File: config.mk
export PLATFORM = sky130hd
export DESIGN_NAME = disp_pwr_seq
export DESIGN_NICKNAME = d
export VERILOG_FILES = /design/src/rtl/disp_seq_pkg.sv /design/src/rtl/hsync_edge_gate.sv /design/src/rtl/frame_guard_cnt.sv /design/src/rtl/pwr_seq_fsm.sv /design/src/rtl/disp_pwr_seq.sv
export SDC_FILE = /design/constraint.sdc
export NUM_CORES = 1
export LEC_CHECK = 0
export ABC_AREA = 1
export BUFFER_PORTS_ARGS = -buffer_cell sky130_fd_sc_hd__buf_2
export CELL_PAD_IN_SITES_DETAIL_PLACEMENT = 0
export CELL_PAD_IN_SITES_GLOBAL_PLACEMENT = 1
export CORE_MARGIN = 10
export CORE_UTILIZATION = 41
export CTS_CLUSTER_DIAMETER = 100
export CTS_CLUSTER_SIZE = 40
export DETAILED_ROUTE_END_ITERATION = 8
export GPL_TIMING_DRIVEN = 0
export PLACE_DENSITY = 0.85
export REMOVE_ABC_BUFFERS = 1
export SYNTH_ARGS = -nofsm -noshare
export SYNTH_HDL_FRONTEND = slang
export SYNTH_SLANG_ARGS = --single-unit
File: constraint.sdc
create_clock -name clk_i -period 4.05 [get_ports clk_i]
set_input_delay 0.6075 -clock clk_i [delete_from_list [all_inputs] [get_ports clk_i]]
set_output_delay 0.6075 -clock clk_i [all_outputs]
set_load 0.03 [all_outputs]
File: src/rtl/disp_seq_pkg.sv
package disp_seq_pkg;

  typedef enum logic [1:0] {
    PS_OFF       = 2'd0,
    PS_RAMP_UP   = 2'd1,
    PS_ON        = 2'd2,
    PS_RAMP_DOWN = 2'd3
  } pwr_state_e;

  localparam int unsigned DEFAULT_GUARD_W = 8;

endpackage

File: src/rtl/hsync_edge_gate.sv
module hsync_edge_gate (
  input  logic clk_i,
  input  logic rst_ni,
  input  logic hsync_i,
  input  logic any_edge_i,
  output logic permit_o
);

  logic hs_q;
  logic rise, fall;

  always_ff @(posedge clk_i or negedge rst_ni) begin
    if (!rst_ni) hs_q <= 1'b0;
    else         hs_q <= hsync_i;
  end

  always_comb begin
    rise     = hsync_i & ~hs_q;
    fall     = ~hsync_i & hs_q;
    permit_o = any_edge_i ? (rise | fall) : fall;
  end

  // in trailing-edge mode a rising hsync never grants a change
  assert_rise_blocked_R5: assert property (@(posedge clk_i) disable iff (!rst_ni)
    (!any_edge_i && hsync_i) |-> !permit_o)
    else $error("rising hsync permitted in trailing-edge mode");

endmodule

File: src/rtl/frame_guard_cnt.sv
module frame_guard_cnt #(
  parameter int unsigned CNT_W = 8
) (
  input  logic             clk_i,
  input  logic             rst_ni,
  input  logic             load_i,
  input  logic [CNT_W-1:0] load_val_i,
  input  logic             tick_i,
  output logic             zero_o
);

  logic [CNT_W-1:0] cnt_q, cnt_d;
  logic             cnt_en;

  always_comb begin
    zero_o = (cnt_q == '0);
    cnt_en = load_i | (tick_i & ~zero_o);
    cnt_d  = load_i ? load_val_i : (cnt_q - {{(CNT_W-1){1'b0}}, 1'b1});
  end

  always_ff @(posedge clk_i or negedge rst_ni) begin
    if (!rst_ni)     cnt_q <= '0;
    else if (cnt_en) cnt_q <= cnt_d;
  end

  // once exhausted the count stays at zero until reloaded (no wrap)
  assert_zero_hold_R7: assert property (@(posedge clk_i) disable iff (!rst_ni)
    (zero_o && !load_i) |=> zero_o)
    else $error("guard count wrapped below zero");

endmodule

File: src/rtl/pwr_seq_fsm.sv
module pwr_seq_fsm
  import disp_seq_pkg::*;
(
  input  logic       clk_i,
  input  logic       rst_ni,
  input  logic       enable_i,
  input  logic       permit_i,
  input  logic       guard_done_i,
  output logic       load_o,
  output pwr_state_e state_o
);

  pwr_state_e state_q, state_d;

  always_comb begin
    state_d = state_q;
    load_o  = 1'b0;
    case (state_q)
      PS_OFF: begin
        if (enable_i) begin
          state_d = PS_RAMP_UP;
          load_o  = 1'b1;
        end
      end
      PS_RAMP_UP: begin
        if (!enable_i) begin
          state_d = PS_RAMP_DOWN;
          load_o  = 1'b1;
        end else if (guard_done_i && permit_i) begin
          state_d = PS_ON;
        end
      end
      PS_ON: begin
        if (!enable_i && permit_i) begin
          state_d = PS_RAMP_DOWN;
          load_o  = 1'b1;
        end
      end
      PS_RAMP_DOWN: begin
        if (guard_done_i) state_d = PS_OFF;
      end
      default: state_d = PS_OFF;
    endcase
  end

  always_ff @(posedge clk_i or negedge rst_ni) begin
    if (!rst_ni) state_q <= PS_OFF;
    else         state_q <= state_d;
  end

  assign state_o = state_q;

  // startup holds while frames remain and enable stays high
  assert_startup_hold_R3: assert property (@(posedge clk_i) disable iff (!rst_ni)
    (state_q == PS_RAMP_UP && enable_i && !guard_done_i) |=> state_q == PS_RAMP_UP)
    else $error("startup guard ended early");

  // the display stays on until a permitted edge
  assert_on_hold_R4: assert property (@(posedge clk_i) disable iff (!rst_ni)
    (state_q == PS_ON && !permit_i) |=> state_q == PS_ON)
    else $error("display left on-state without a permitted edge");

  // disable during startup abandons it on the next clock
  assert_abort_R8: assert property (@(posedge clk_i) disable iff (!rst_ni)
    (state_q == PS_RAMP_UP && !enable_i) |=> state_q == PS_RAMP_DOWN)
    else $error("startup abort did not enter shutdown guard");

  // shutdown guard is never shortened by a new request
  assert_shutdown_hold_R10: assert property (@(posedge clk_i) disable iff (!rst_ni)
    (state_q == PS_RAMP_DOWN && !guard_done_i) |=> state_q == PS_RAMP_DOWN)
    else $error("shutdown guard cut short");

  // entry into on-state always coincides with a permitted edge
  assert_on_entry_edge_R6: assert property (@(posedge clk_i) disable iff (!rst_ni)
    (state_q != PS_ON && state_d == PS_ON) |-> (permit_i && guard_done_i))
    else $error("display turned on without edge and finished guard");

endmodule

File: src/rtl/disp_pwr_seq.sv
module disp_pwr_seq
  import disp_seq_pkg::*;
#(
  parameter int unsigned GUARD_W = DEFAULT_GUARD_W
) (
  input  logic               clk_i,
  input  logic               rst_ni,
  input  logic               enable_i,
  input  logic               frame_start_i,
  input  logic               hsync_i,
  input  logic [GUARD_W-1:0] guard_frames_i,
  input  logic               disp_pol_i,
  input  logic               any_edge_i,
  output logic               disp_o,
  output logic               disp_on_o,
  output logic               pwr_off_o
);

  logic       permit;
  logic       guard_done;
  logic       load;
  pwr_state_e state;

  hsync_edge_gate u_edge (
    .clk_i      (clk_i),
    .rst_ni     (rst_ni),
    .hsync_i    (hsync_i),
    .any_edge_i (any_edge_i),
    .permit_o   (permit)
  );

  frame_guard_cnt #(.CNT_W(GUARD_W)) u_cnt (
    .clk_i      (clk_i),
    .rst_ni     (rst_ni),
    .load_i     (load),
    .load_val_i (guard_frames_i),
    .tick_i     (frame_start_i),
    .zero_o     (guard_done)
  );

  pwr_seq_fsm u_fsm (
    .clk_i        (clk_i),
    .rst_ni       (rst_ni),
    .enable_i     (enable_i),
    .permit_i     (permit),
    .guard_done_i (guard_done),
    .load_o       (load),
    .state_o      (state)
  );

  always_comb begin
    disp_on_o = (state == PS_ON);
    pwr_off_o = (state == PS_OFF);
    disp_o    = disp_on_o ^ disp_pol_i;
  end

  // the two status flags are never high together
  assert_flags_exclusive_R9: assert property (@(posedge clk_i) disable iff (!rst_ni)
    !(disp_on_o && pwr_off_o))
    else $error("on and off flags both high");

  // off-state drives the pin to the inactive level
  assert_off_inactive_R1: assert property (@(posedge clk_i) disable iff (!rst_ni)
    pwr_off_o |-> (disp_o == disp_pol_i))
    else $error("pin active while fully off");

endmodule

==> reports/results.txt <==
The run finished with clean final reports. The run gives 3.44 ns as the data required time at the worst endpoint. For the worst-skew pair, the clock arrives at the later sink with an insertion delay of 0.28 ns. The synthesized netlist devotes 3.595% of its cell area to compound gates.

In this run, post-CTS repair resized a total of 0 instances. The run gives 0 as the final-report hold violation count. The final cell area excluding filler cells is 1061 µm², and the horizontal extent of the die is 67.88 µm. Summing the sequential cell areas from Yosys gives 29.29% of the chip area. The largest voltage drop on the vdd net is 0.0003843 V, and the layout-stage area growth over the synthesis result is 12.92%.

Maximum number of pins on one net before global-route repair: 18. Class of the most critical setup path: reg2out. For the final net count, the log shows 172. The arrival time at the worst endpoint is 1.48 ns, and the clock-pin transition on the worst setup and hold timing paths is 0.08 ns. Buffers placed on the I/O ports in this run total 17.

The longest clock path from root to sink contains 2 buffers. The setup check on the worst reg-to-reg path leaves a slack of 2.30 ns. The post-CTS setup buffer count came out at 0. The clock period could shrink to 2.088 ns. The average instance in the mapped netlist occupies 7.341 µm².

For this design the static power due to leakage is 0.5820 nW. The arithmetic-cell share of the synthesized area counting full adders, half adders and majority gates came out at 11.98%. Yosys attributes the largest share of cell area to sky130_fd_sc_hd__dfrtp_1 29%, sky130_fd_sc_hd__nand3_1 15%, sky130_fd_sc_hd__nand2_1 14%. The basic-gate share of the synthesized area counting and, or, nand and nor cells is 40.08%.

TritonCTS built the clock tree. In this run, CTS created clock tree buffers numbering 3. The H-tree depth reported by CTS is 1, and the fraction of final layout cells with drive strength greater than 1 is 23.13%. The number of detailed-route iterations in the first pass is 4. The maximum clock frequency is 478.9 MHz, and the clock net sink count is 11.

Measured against its own limit, the worst slew margin works out to 70.41%. For this design the top-level I/O count stands at 18. The die covers 4607 µm². For this configuration, the core starts out at a cell density of 42.89%. The all-layer global routing usage is 8.261%.

After synthesis, the largest family of logic cells by area is simple AND/OR/NAND/NOR gates. The synthesized design contains 11 register bits. The clock root buffer master is sky130_fd_sc_hd__clkbuf_4.

0 antenna diodes ended up in the layout. The kind of cell with the highest combined delay on the critical path was flip-flops. For the filler cell count, the log shows 227.

The vertical extent of the die was 67.88 µm. The total number of yosys warnings came out at 0. Final critical-path share of the clock period: 51.56%. The average wire per standard cell works out to 10.53 µm. The final route contains 802 vias.

Clock skew on the completed layout was measured at 0.005387 ns. The share of synthesized area spent on multiplexers was 0%. The synthesized instance count came out at 128. The largest fanout on the critical path is 5. In this run, the number of DRC markers left after iteration 0 of detailed routing was 39.

Final setup TNS: 0 ns. Setup repair after global routing left no endpoint under its margin. The area of the mapped netlist was 939.7 µm²; the count of cell types in the netlist was 22. STA classifies the critical path startpoint as a flop.

The tools report the number of antenna violations at the first check in global routing as 0. The tools report the routability congestion estimate as 0.7614. Post-route antenna net violation count: 0. The number of global-route vias before repair is 713. The global-route congestion overflow total is 0, and the final routed wirelength across all metal layers is 1842 µm. The reported max-cap violation count came out at 0.

Kind of end point of the critical path: a primary output. The signal on the critical path passes through inv_1 > ha_1 > xor2_1 > buf_2. The run gives 566.8 µm² as the multi-input logic area. In this run the biggest area consumer among cell types represents 29.29% of the synthesized area. For this design the ratio of total power to cell area is 734.9 nW/µm². The cell with the biggest individual delay on the critical path is sky130_fd_sc_hd__dfrtp_1.

The min-delay analysis places its worst path in the category in2async. In the routed design, unresolved DRC markers number 0. The longest individual stage delay on the worst path was 0.43 ns; the placeable core region was 2191 µm². At the pin with the least slew margin, the transition time is 0.4438 ns. The post-placement cell area is 1033 µm², and the wire length of the first global-routing pass is 3091 µm. Detailed placement ended at an HPWL of 1503 µm.

The post-synthesis xor/xnor area fraction was 4.660%. The area occupied by registers is 275.3 µm², and the number of slew-limit violations in the final report is 0. In the routed layout, each cell is associated on average with a via count of 4.583. Total buffers and inverters traversed by the critical path: 2.

Setup violations remaining at the end of the flow were counted as 0. In this run, post-CTS hold repair placed 0 buffers. Row generation in the floorplan step produced 17 rows. The cell type contributing the most total cell area after synthesis is sky130_fd_sc_hd__dfrtp_1.
-- flip-flops by register name, summed over array words and instances, names as in the netlist --
signal and cells:
u_fsm.state_o 2, u_cnt.cnt_q 8, u_edge.hs_q 1
-- layout by cell type (no fill, tap or decap), types with 2 or more instances in the layout --
cell and instances:
sky130_fd_sc_hd__nand2_2 2, sky130_fd_sc_hd__dfrtp_1 11, sky130_fd_sc_hd__buf_2 17, sky130_fd_sc_hd__nand2_1 34
sky130_fd_sc_hd__nand3_1 28, sky130_fd_sc_hd__inv_2 2, sky130_fd_sc_hd__nor2_1 5, sky130_fd_sc_hd__clkbuf_4 3
sky130_fd_sc_hd__inv_1 17, sky130_fd_sc_hd__nor2_2 4, sky130_fd_sc_hd__ha_1 9, sky130_fd_sc_hd__xor2_1 4
-- metrics by stage --
stage	hold WS (ns)	setup slack (ns)	std cells	total power [mW]	util [%]
after detailed placement	0.4935	2.206	171	0.7095	47.17
after floorplan	0.3119	1.953	126	0.6108	-
final	0.1819	1.962	175	0.7797	48.43
after global routing	0.1981	1.878	175	0.8632	48.43
after global placement	0.4955	2.258	171	0.6993	47.17
after CTS	0.1932	1.947	175	0.7894	48.43
-- cells in the mapped netlist --
master                      n
sky130_fd_sc_hd__o21ai_2    1
sky130_fd_sc_hd__nand4_2    1
sky130_fd_sc_hd__buf_8      1
sky130_fd_sc_hd__nor2_1     5
sky130_fd_sc_hd__nor2_2     4
sky130_fd_sc_hd__nand2_2    2
sky130_fd_sc_hd__o21ai_1    1
sky130_fd_sc_hd__nand2_4    1
sky130_fd_sc_hd__o211ai_1   1
sky130_fd_sc_hd__o21ai_0    1
sky130_fd_sc_hd__xor2_1     4
sky130_fd_sc_hd__inv_1     17
sky130_fd_sc_hd__dfrtp_1   11
sky130_fd_sc_hd__ha_1       9
sky130_fd_sc_hd__xnor2_1    1
sky130_fd_sc_hd__o21a_1     1
sky130_fd_sc_hd__inv_2      2
sky130_fd_sc_hd__and2_4     1
sky130_fd_sc_hd__buf_6      1
sky130_fd_sc_hd__nand3_1   28
sky130_fd_sc_hd__nand2_8    1
sky130_fd_sc_hd__nand2_1   34
-- layout make-up --
| class | instances | area share, % |
|---|---|---|
| clock buffers | 3 | 2.123 |
| clock inverters | 1 | 0.4717 |
| inverters | 19 | 6.722 |
| multi-input cells | 96 | 53.42 |
| flip-flops and latches | 11 | 25.94 |
| well taps | 28 | 3.302 |
| repair buffers | 17 | 8.019 |
-- final timing paths --
kind                             startpoint             end  cells after the start
max in group asynchronous            rst_ni  u_cnt.cnt_q[3]                      1
min                                  rst_ni  u_cnt.cnt_q[4]                      1
max reg2reg                  u_cnt.cnt_q[0]  u_cnt.cnt_q[3]                      7
min reg2reg                  u_cnt.cnt_q[1]  u_cnt.cnt_q[1]                      2
min in group clk_i                  hsync_i     u_edge.hs_q                      1
max                        u_fsm.state_o[0]          disp_o                      4
-- where the power goes --
part           leakage (nW)  internal (mW)  switching [mW]
clock                0.0177         0.0366          0.0425
sequential            0.135          0.162          0.0511
combinational         0.430          0.182           0.305
total                 0.582          0.381           0.399
-- routing by layer --
metal	wire (µm)	vias up	part of all wire, %	track usage (%)
li1	-	443	-	-
met1	960	344	52	11.19
met2	788	13	43	12.21
met3	83	2	4.5	3.752
met4	9	0	0.49	0.7538
met5	0	-	0	0
-- cells by family (layout without fill, tap and decap cells) --
| group | after synthesis | after routing |
|---|---|---|
| compound gates | 5 | 5 |
| flops | 11 | 11 |
| buf+inv | 21 | 40 |
| xor+xnor | 5 | 5 |
| fa+ha+maj | 9 | 9 |
| simple gates | 77 | 77 |
Note: power is estimated with default switching activity, not from simulation.
